## src/rtl/pdc_pkg.sv

```systemverilog
package pdc_pkg;
    typedef enum logic [1:0] {
        ST_LOOKAHEAD = 2'd0,
        ST_HOLD      = 2'd1,
        ST_RELEASE   = 2'd2
    } pdc_state_e;
endpackage

```

## src/rtl/pdc_ewma.sv

```systemverilog
module pdc_ewma #(
    parameter int W     = 16,
    parameter int SHIFT = 3
) (
    input  logic         clk,
    input  logic         rst_n,
    input  logic [W-1:0] seed,
    input  logic         upd,
    input  logic [W-1:0] sample,
    output logic [W-1:0] avg
);
    logic         up;
    logic [W-1:0] diff;
    logic [W-1:0] nxt;

    always_comb begin
        up   = (sample >= avg);
        diff = up ? (sample - avg) : (avg - sample);
        nxt  = up ? (avg + (diff >> SHIFT)) : (avg - (diff >> SHIFT));
    end

    always_ff @(posedge clk) begin
        if (!rst_n)   avg <= seed;
        else if (upd) avg <= nxt;
    end

    // average moves toward the sample, never beyond it
    a_r2_toward_up: assert property (@(posedge clk) disable iff (!rst_n)
        (upd && sample >= avg) |=> (avg >= $past(avg) && avg <= $past(sample)));
    a_r2_toward_down: assert property (@(posedge clk) disable iff (!rst_n)
        (upd && sample < avg) |=> (avg <= $past(avg) && avg >= $past(sample)));
endmodule

```

## src/rtl/pdc_gap_timer.sv

```systemverilog
module pdc_gap_timer #(
    parameter int W = 16
) (
    input  logic         clk,
    input  logic         rst_n,
    input  logic         restart,
    input  logic         clear,
    output logic         smp_valid,
    output logic [W-1:0] smp
);
    logic [W-1:0] cnt;
    logic         have;

    always_ff @(posedge clk) begin
        if (!rst_n) begin
            cnt  <= '0;
            have <= 1'b0;
        end else if (clear) begin
            have <= 1'b0;
        end else if (restart) begin
            cnt  <= W'(1);
            have <= 1'b1;
        end else if (cnt != '1) begin
            cnt <= cnt + W'(1);
        end
    end

    assign smp_valid = restart && have && !clear;
    assign smp       = cnt;

    // the gap counter holds at all-ones until restarted
    a_r4_saturate: assert property (@(posedge clk) disable iff (!rst_n)
        (cnt == '1 && !restart && !clear) |=> (cnt == '1));
endmodule

```

## src/rtl/pdc_offset_calc.sv

```systemverilog
module pdc_offset_calc #(
    parameter int LW         = 16,
    parameter int MAX_OFFSET = 16,
    parameter int OW         = 5
) (
    input  logic [LW-1:0] lat_avg,
    input  logic [LW-1:0] vtx_avg,
    output logic [OW-1:0] raw_off
);
    localparam int PW = LW + OW;

    logic [MAX_OFFSET:1] covers;

    for (genvar k = 1; k <= MAX_OFFSET; k++) begin : g_cmp
        assign covers[k] = (PW'(k) * PW'(vtx_avg)) >= PW'(lat_avg);
    end

    always_comb begin
        raw_off = OW'(MAX_OFFSET);
        for (int k = MAX_OFFSET; k >= 1; k--) begin
            if (covers[k]) raw_off = OW'(k);
        end
    end
endmodule

```

## src/rtl/pf_distance_ctrl.sv

```systemverilog
module pf_distance_ctrl
    import pdc_pkg::*;
#(
    parameter int LW         = 16,
    parameter int EW         = 16,
    parameter int MAX_OFFSET = 16
) (
    input  logic                               clk,
    input  logic                               rst_n,
    input  logic [LW-1:0]                      seed_lat,
    input  logic [LW-1:0]                      seed_cpe,
    input  logic [LW-1:0]                      seed_vtx,
    input  logic                               vtx_start,
    input  logic [EW-1:0]                      vtx_edges,
    input  logic                               edge_step,
    input  logic                               fill_valid,
    input  logic [LW-1:0]                      fill_cycles,
    output logic [$clog2(MAX_OFFSET+1)-1:0]    wl_offset,
    output logic                               wl_pf_en
);
    localparam int OW = $clog2(MAX_OFFSET + 1);
    localparam int PW = EW + LW;

    logic [LW-1:0] lat_avg, cpe_avg, vtx_avg;
    logic          vtx_smp_v, edge_smp_v;
    logic [LW-1:0] vtx_smp, edge_smp;
    logic [OW-1:0] raw_off;
    logic [EW-1:0] rem_q;
    logic [PW-1:0] work_w, tail_w, lat_w;
    logic          big_vtx, tail_ok;
    pdc_state_e    state_q, state_d;

    // gap timers feeding the averages
    pdc_gap_timer #(.W(LW)) u_vtx_gap (
        .clk(clk), .rst_n(rst_n), .restart(vtx_start), .clear(1'b0),
        .smp_valid(vtx_smp_v), .smp(vtx_smp));

    pdc_gap_timer #(.W(LW)) u_edge_gap (
        .clk(clk), .rst_n(rst_n), .restart(edge_step), .clear(vtx_start),
        .smp_valid(edge_smp_v), .smp(edge_smp));

    pdc_ewma #(.W(LW), .SHIFT(3)) u_lat (
        .clk(clk), .rst_n(rst_n), .seed(seed_lat),
        .upd(fill_valid), .sample(fill_cycles), .avg(lat_avg));

    pdc_ewma #(.W(LW), .SHIFT(3)) u_cpe (
        .clk(clk), .rst_n(rst_n), .seed(seed_cpe),
        .upd(edge_smp_v), .sample(edge_smp), .avg(cpe_avg));

    pdc_ewma #(.W(LW), .SHIFT(3)) u_vtx (
        .clk(clk), .rst_n(rst_n), .seed(seed_vtx),
        .upd(vtx_smp_v), .sample(vtx_smp), .avg(vtx_avg));

    pdc_offset_calc #(.LW(LW), .MAX_OFFSET(MAX_OFFSET), .OW(OW)) u_off (
        .lat_avg(lat_avg), .vtx_avg(vtx_avg), .raw_off(raw_off));

    // work estimates against the fill latency
    always_comb begin
        lat_w   = PW'(lat_avg);
        work_w  = PW'(vtx_edges) * PW'(cpe_avg);
        tail_w  = PW'(rem_q) * PW'(cpe_avg);
        big_vtx = work_w > lat_w;
        tail_ok = tail_w <= lat_w;
    end

    // next-state logic
    always_comb begin
        state_d = state_q;
        unique case (state_q)
            ST_LOOKAHEAD: begin
                if (vtx_start && big_vtx) state_d = ST_HOLD;
            end
            ST_HOLD: begin
                if (vtx_start)    state_d = big_vtx ? ST_HOLD : ST_LOOKAHEAD;
                else if (tail_ok) state_d = ST_RELEASE;
            end
            ST_RELEASE: begin
                if (vtx_start)    state_d = big_vtx ? ST_HOLD : ST_LOOKAHEAD;
            end
            default: state_d = ST_LOOKAHEAD;
        endcase
    end

    // state register and remaining-edge count
    always_ff @(posedge clk) begin
        if (!rst_n) begin
            state_q <= ST_LOOKAHEAD;
            rem_q   <= '0;
        end else begin
            state_q <= state_d;
            if (vtx_start)                   rem_q <= vtx_edges;
            else if (edge_step && rem_q != 0) rem_q <= rem_q - EW'(1);
        end
    end

    // outputs
    always_comb begin
        wl_pf_en  = 1'b1;
        wl_offset = OW'(1);
        unique case (state_q)
            ST_LOOKAHEAD: begin
                wl_pf_en  = 1'b1;
                wl_offset = (raw_off < OW'(2)) ? OW'(2) : raw_off;
            end
            ST_HOLD: begin
                wl_pf_en  = 1'b0;
                wl_offset = OW'(1);
            end
            ST_RELEASE: begin
                wl_pf_en  = 1'b1;
                wl_offset = OW'(1);
            end
            default: begin
                wl_pf_en  = 1'b1;
                wl_offset = OW'(2);
            end
        endcase
    end

    // a large vertex blocks work-list prefetch on the next cycle
    a_r6_enter_hold: assert property (@(posedge clk) disable iff (!rst_n)
        (vtx_start && big_vtx) |=> (!wl_pf_en && wl_offset == OW'(1)));
    // a small vertex restores lookahead with an offset of at least 2
    a_r8_small_vertex: assert property (@(posedge clk) disable iff (!rst_n)
        (vtx_start && !big_vtx) |=> (wl_pf_en && wl_offset >= OW'(2)));
    // release once the tail fits inside one fill latency
    a_r7_release: assert property (@(posedge clk) disable iff (!rst_n)
        (state_q == ST_HOLD && !vtx_start && tail_ok) |=> (wl_pf_en && wl_offset == OW'(1)));
    // stay blocked while the tail is still too long
    a_r7_keep_hold: assert property (@(posedge clk) disable iff (!rst_n)
        (state_q == ST_HOLD && !vtx_start && !tail_ok) |=> !wl_pf_en);
endmodule

```

## config.mk

```make
export PLATFORM = sky130hd
export DESIGN_NAME = pf_distance_ctrl
export DESIGN_NICKNAME = d
export VERILOG_FILES = /design/src/rtl/pdc_pkg.sv /design/src/rtl/pdc_ewma.sv /design/src/rtl/pdc_gap_timer.sv /design/src/rtl/pdc_offset_calc.sv /design/src/rtl/pf_distance_ctrl.sv
export SDC_FILE = /design/constraint.sdc
export NUM_CORES = 2
export LEC_CHECK = 0
export ABC_AREA = 1
export BUFFER_PORTS_ARGS = -buffer_cell sky130_fd_sc_hd__buf_4
export CORE_MARGIN = 4
export CORE_UTILIZATION = 57
export CTS_BUF_LIST = sky130_fd_sc_hd__clkbuf_2
export DETAILED_ROUTE_END_ITERATION = 10
export PLACE_DENSITY = 0.74
export SLEW_MARGIN = 20
export SYNTH_ARGS = -nofsm -noshare
export SYNTH_HDL_FRONTEND = slang
export SYNTH_SLANG_ARGS = --single-unit
```

## constraint.sdc

```tcl
create_clock -name clk -period 9.2 [get_ports clk]
set_clock_uncertainty 0.05 [all_clocks]
set_input_delay 1.84 -clock clk [delete_from_list [all_inputs] [get_ports clk]]
set_output_delay 1.84 -clock clk [all_outputs]
set_load 0.02 [all_outputs]
```

Yosys cells after proc, flatten, opt, wreduce, memory -nomap -nowiden
Cells that the tools add are included.
{"block": "totals", "register_bits": 100, "input_bits": 85}
{"block": "op_classes", "addsub": 15, "multipliers": 13, "n_lt_le_gt_ge": 21, "n_eq_ne": 10, "mux": 42, "n_bitwise": 2, "n_reduce_logical": 15}
{"cell": "16-bit two-way mux", "n": 16}
{"cell": "20-bit by 16-bit greater-or-equal comparator with 1-bit output", "n": 7}
{"cell": "16-bit subtractor", "n": 6}
{"cell": "4-bit by 16-bit multiplier with 20-bit output (first input constant)", "n": 4}
{"cell": "5-bit two-way mux", "n": 16}
{"cell": "19-bit by 16-bit greater-or-equal comparator with 1-bit output", "n": 4}
{"cell": "3-bit by 16-bit multiplier with 19-bit output (first input constant)", "n": 4}
{"cell": "16-bit greater-or-equal comparator", "n": 4}
{"cell": "16-bit by 16-bit multiplier with 32-bit output", "n": 2}
{"cell": "2-bit by 16-bit multiplier with 18-bit output (first input constant)", "n": 3}
{"cell": "16-bit by 13-bit adder with 16-bit output", "n": 3}
{"cell": "16-bit by 13-bit subtractor with 16-bit output", "n": 3}
{"cell": "18-bit by 16-bit greater-or-equal comparator with 1-bit output", "n": 2}
{"cell": "16-bit by 1-bit adder with 16-bit output (second input constant)", "n": 2}
{"cell": "32-bit by 16-bit > comparator with 1-bit output", "n": 1}
{"cell": "32-bit by 16-bit less-or-equal comparator with 1-bit output", "n": 1}
{"cell": "16-bit != test (second input constant)", "n": 2}
{"cell": "17-bit by 16-bit greater-or-equal comparator with 1-bit output", "n": 1}
{"cell": "16-bit nonzero test", "n": 1}
{"cell": "16-bit by 1-bit subtractor with 16-bit output (second input constant)", "n": 1}
{"cell": "5-bit one-hot mux with 2 select lines", "n": 1}
{"cell": "2-bit two-way mux", "n": 4}
{"cell": "2-bit by 1-bit != test with 1-bit output (second input constant)", "n": 3}
{"cell": "2-bit one-hot mux with 3 select lines", "n": 1}
{"cell": "other kinds (14)", "n": 26}

Longest topological paths before layout
{"block": "depth", "ltp_word": 20, "mapped_depth": 39, "depth_no_buf": 37}

By module
A second synthesis with hierarchy kept.
{"block": "unflattened", "cells_unflattened": 7120, "area_unflattened_um2": 46844.9}
{"mod": "pf_distance_ctrl", "n_inst": 1, "cells_each": 2975, "area_each_um2": 20649.8, "seq_area_each_um2": 360.3}
{"mod": "pdc_offset_calc", "n_inst": 1, "cells_each": 1745, "area_each_um2": 12241.7, "seq_area_each_um2": 0.0}
{"mod": "pdc_ewma", "n_inst": 3, "cells_each": 678, "area_each_um2": 3911.3, "seq_area_each_um2": 480.5}
{"mod": "pdc_gap_timer", "n_inst": 2, "cells_each": 183, "area_each_um2": 1109.8, "seq_area_each_um2": 340.3}

Least setup slack after synthesis
OpenSTA, ideal clock, no wires.
{"block": "synth_timing", "path_kind": "input to register", "from": "in vtx_edges[5]", "to": "reg state_q[0]", "arrival_time_ns": 8.053, "t_required_ns": 9.080, "path_slack_ns": 1.027, "cell_stages": 35, "path_buffers": 2, "cell_sequence": "clkbuf_1 clkbuf_1 nand2_1 fa_1 inv_1 fa_1 inv_1 fa_1 inv_1 fa_1 inv_1 fa_1 inv_1 fa_1 ha_1 a21oi_1 o21ai_0 inv_1 nand2_1 xor2_1 ha_1 nand2_1 inv_1 nand3_1 inv_1 nand4_1 a21oi_1 a2111oi_0 o21ai_0 nand2_1 nand2_1 inv_1 nor2_1 nand3_1 a21oi_1"}
{"block": "synth_between", "elab_chain_len": 5}
{"element": "start, declared", "line_no": "pf_distance_ctrl.sv:14", "rtl": "input logic [EW-1:0] vtx_edges,"}
{"element": "16-bit by 16-bit multiplier with 32-bit output *", "line_no": "pf_distance_ctrl.sv:60", "rtl": "work_w = PW'(vtx_edges) * PW'(cpe_avg);"}
{"element": "32-bit by 16-bit > comparator with 1-bit output *", "line_no": "pf_distance_ctrl.sv:62", "rtl": "big_vtx = work_w > lat_w;"}
{"element": "1-bit two-way mux / 1-bit logical AND (equally long branches)", "line_no": "pf_distance_ctrl.sv:74, pf_distance_ctrl.sv:78, pf_distance_ctrl.sv:71"}
{"element": "2-bit two-way mux, or another cell as far along", "line_no": "pf_distance_ctrl.sv:78", "rtl": "if (vtx_start) state_d = big_vtx ? ST_HOLD : ST_LOOKAHEAD;"}
{"element": "2-bit one-hot mux with 3 select lines / 3-bit AND reduction (equally long branches)"}
{"element": "end signal, assigned", "line_no": "pf_distance_ctrl.sv:90", "rtl": "state_q <= state_d;"}
{"element": "end, declared", "line_no": "pf_distance_ctrl.sv:31", "rtl": "pdc_state_e state_q, state_d;"}
Mark *: on every way between the ends. The rest lies on a longest branch, timed or not. The select of a mux whose other input is x is not followed.
A chain may end at the register's enable or synchronous reset.

Worst setup path after layout
{"block": "layout_timing", "from": "reg u_vtx.avg[4]", "to": "out wl_offset[0]"}
{"block": "layout_between", "elab_chain_len": 20}
{"element": "start, declared", "line_no": "pdc_ewma.sv:10", "rtl": "output logic [W-1:0] avg"}
{"element": "start signal, assigned", "line_no": "pdc_ewma.sv:24", "rtl": "else if (upd) avg <= nxt;"}
{"element": "4-bit by 16-bit multiplier with 20-bit output", "line_no": "pdc_offset_calc.sv:15", "rtl": "assign covers[k] = (PW'(k) * PW'(vtx_avg)) >= PW'(lat_avg);"}
{"element": "20-bit by 16-bit greater-or-equal comparator with 1-bit output", "line_no": "pdc_offset_calc.sv:15"}
{"element": "5-bit two-way mux (14 in a row)", "line_no": "pdc_offset_calc.sv:21", "rtl": "if (covers[k]) raw_off = OW'(k);"}
{"element": "5-bit two-way mux *", "line_no": "pdc_offset_calc.sv:21"}
{"element": "5-bit by 2-bit < comparator with 1-bit output", "line_no": "pf_distance_ctrl.sv:103", "rtl": "wl_offset = (raw_off < OW'(2)) ? OW'(2) : raw_off;"}
{"element": "5-bit two-way mux *", "line_no": "pf_distance_ctrl.sv:103"}
{"element": "5-bit one-hot mux with 2 select lines *", "line_no": "pf_distance_ctrl.sv:100", "rtl": "unique case (state_q)"}
{"element": "end, declared", "line_no": "pf_distance_ctrl.sv:18", "rtl": "output logic [$clog2(MAX_OFFSET+1)-1:0] wl_offset,"}
Mark *: on every way between the ends. The rest lies on a longest branch, timed or not.

==> flow_summary.yaml <==
outcome:
  status: "completed"
detailed_routing:
  antenna_left: 0
  drc_errors: 0
  viasPerCell: 5.64
  vias: 40100
  routed_wl_mm: 125
  drt_first_pass_iters: 6
  initialDrtViolationCount: 2943
  wl_per_cell_um: 17.6
die:
  row_count: 100
  die_w_um: 283
  initial_core_util: 0.577
  core_area_sq_mm: 0.0746
  dieArea_sq_mm: 0.0799
  fp.dieH_um: 283
  io_pins: 91
logic_synthesis:
  ys_seq_area_frac: 0.0577
  synth.largest_area_cell: "fa_1"
  synth_edf_count: 48
  ys_async_sr_fraction: 0
  ys_ff_latch: 100
  synthFlopType: "dfxtp_1"
  syn_area_per_cell_sq_um: 7.03
  synth.top_cell.area_share: 0.216
  ys.warnings.count: 0
  yosysUniqueCellTypes: 63
  synth_nets: 7406
  syn_inst: 6119
  syn_area_sq_mm: 0.0430
  synth.area.top_cells: "fa_1 22%, ha_1 21%, nand2_1 13%, inv_1 11%, a21oi_1 4.5%"
global_route:
  grt_max_degree: 59
  grt_overflow: 0
  grt_pass1_wl_mm: 202
  grt_pass1_vias: 39700
  grt_usage: 0.315
  antenna_found_initial: 2
layout:
  final_cell_mix: "1536 x nand2_1, 1226 x inv_1, 737 x ha_1, 465 x fa_1, 383 x a21oi_1"
  drive_gt1_frac: 0.0411
  num-fill-cells: 7079
  syn2layout_area_growth_pct: 4.37
  final_common_cell: "nand2_1"
  nets: 7414
worst_hold_path:
  hold_path_depth: 2
  hold_class: "register to register"
worst_setup_path:
  cpMostUsedCell: "nand2_1"
  critPathLaunchType: "register"
  worstPathRequired_ns: 7.31
  cpPeakStageDelay_ns: 0.95
  cpMaxStageDelayCell: "edfxtp_1"
  ff2ff_path_depth: 34
  cp_max_fo: 13
  end_kind: "output pin"
  cp.arrival_ns: 6.70
  worst-setup-path-type: "register to output pin"
timing:
  slew_headroom: 0.268
  grt_setup_unrepaired: "no"
  layout_min_cycle_time_ns: 8.59
  max_freq_ghz: 0.116
  finalCritPeriodShare: 0.934
  worst_slew_pin_slew_ns: 1.10
  setup_viol: 0
  final_max_slew_viol_count: 0
  tns_ns: 0
  hold_viol_final: 0
cts:
  clock_latency_ns: 0.90
  cts.htree.levels: 3
  cts-hold-fix-buffers: 0
  cts_buffers: 9
  clock_sinks: 100
  clkSlewWorstSetupHoldPaths_ns: 0.36
  cts_buffer_depth: 2
  post_cts_buffers: 0
  clockRootBuffer: "clkbuf_2"
  cts_tree: "built"
  cts_resized: 0
place:
  hpwl_mm: 100
  gp_congestion: 0.993
  port-buffer-count: 90
flow_run:
  drv_cap: 0
==> state kept, by name (all words and copies together) (netlist names) <==
name	count
rem_q	16
state_q	2
u_cpe.avg	16
u_edge_gap.have	1
u_edge_gap.smp	16
u_lat.avg	16
u_vtx.avg	16
u_vtx_gap.have	1
u_vtx_gap.smp	16
==> cell families after synthesis <==
family / share of synthesized area
AND/OR/NAND/NOR: 0.216
buffers and inverters: 0.124
adder cells (fa/ha/maj): 0.431
AO/OA/AOI/OAI: 0.118
XOR/XNOR: 0.0542
flip-flops: 0.0577
==> worst paths after layout <==
check	to	start	slack, ns
max reg2reg	state_q[0]$_SDFFE_PN0P_	u_cpe.avg[1]$_DFFE_PP_	1.21
min	u_vtx_gap.have$_SDFFE_PN0P_	u_vtx_gap.have$_SDFFE_PN0P_	0.43
min reg2reg	u_vtx_gap.have$_SDFFE_PN0P_	u_vtx_gap.have$_SDFFE_PN0P_	0.43
max	wl_offset[0]	u_vtx.avg[4]$_DFFE_PP_	0.61
==> area by class of cell <==
class                      count  area [sq um]  area share
inverter                    1237          4640       0.103
antenna                        7          17.5    0.000390
timing repair buffer         160          1210      0.0269
clock inverter                 7          63.8     0.00142
tap                          969          1210      0.0270
sequential                   100          2480      0.0553
clock buffer                   9          45.0     0.00100
multi-input combinational   4619         35200       0.785
==> per-stage QoR <==
stage / worst slack (ns) / std cells / util / cell area, sq um / hold WS, ns
5_1_grt: 0.00412 / 7106 / 0.602 / 44900 / 0.476
3_5_place_dp: 0.675 / 7084 / 0.600 / 44800 / 0.405
6_report: 0.606 / 7108 / 0.602 / 44900 / 0.429
3_3_place_gp: 0.730 / 7084 / 0.600 / 44800 / 0.391
4_1_cts: 0.550 / 7100 / 0.602 / 44900 / 0.430
2_1_floorplan: 1.03 / 6119 / - / 43000 / 0.377
==> synth_stat cells, types with 10 or more instances <==
cell type,count
a211oi_1,28
a21boi_0,18
a21o_1,41
a21oi_1,383
a31oi_1,41
clkbuf_1,139
dfxtp_1,52
edfxtp_1,48
fa_1,465
ha_1,737
inv_1,1227
inv_2,10
nand2_1,1536
nand2_2,12
nand3_1,197
nand3b_1,12
nand4_1,56
nor2_1,338
nor3_1,74
nor4_1,17
o2111ai_1,10
o211ai_1,24
o21a_1,17
o21ai_0,218
o21ai_1,25
o21bai_1,28
xnor2_1,75
xor2_1,178
==> layer usage <==
metal  vias up  part of all wire  track usage
li1      19300                 -            -
met1     18800              0.42        0.419
met2      1592              0.45        0.517
met3       314             0.092       0.0604
met4         0             0.037        0.109
met5         -                 0            0
==> critical path: cells and delay by family, from the launching register on <==
family,cells,cell delay [ns]
compound gates,4,0.70
xor+xnor,1,0.22
fa+ha+maj,3,1.18
buf+inv,5,0.50
flops,1,0.95
simple gates,19,2.34
Power is not shown: default switching activity piles up to over one toggle a cycle in this logic, so the estimate is an artifact.
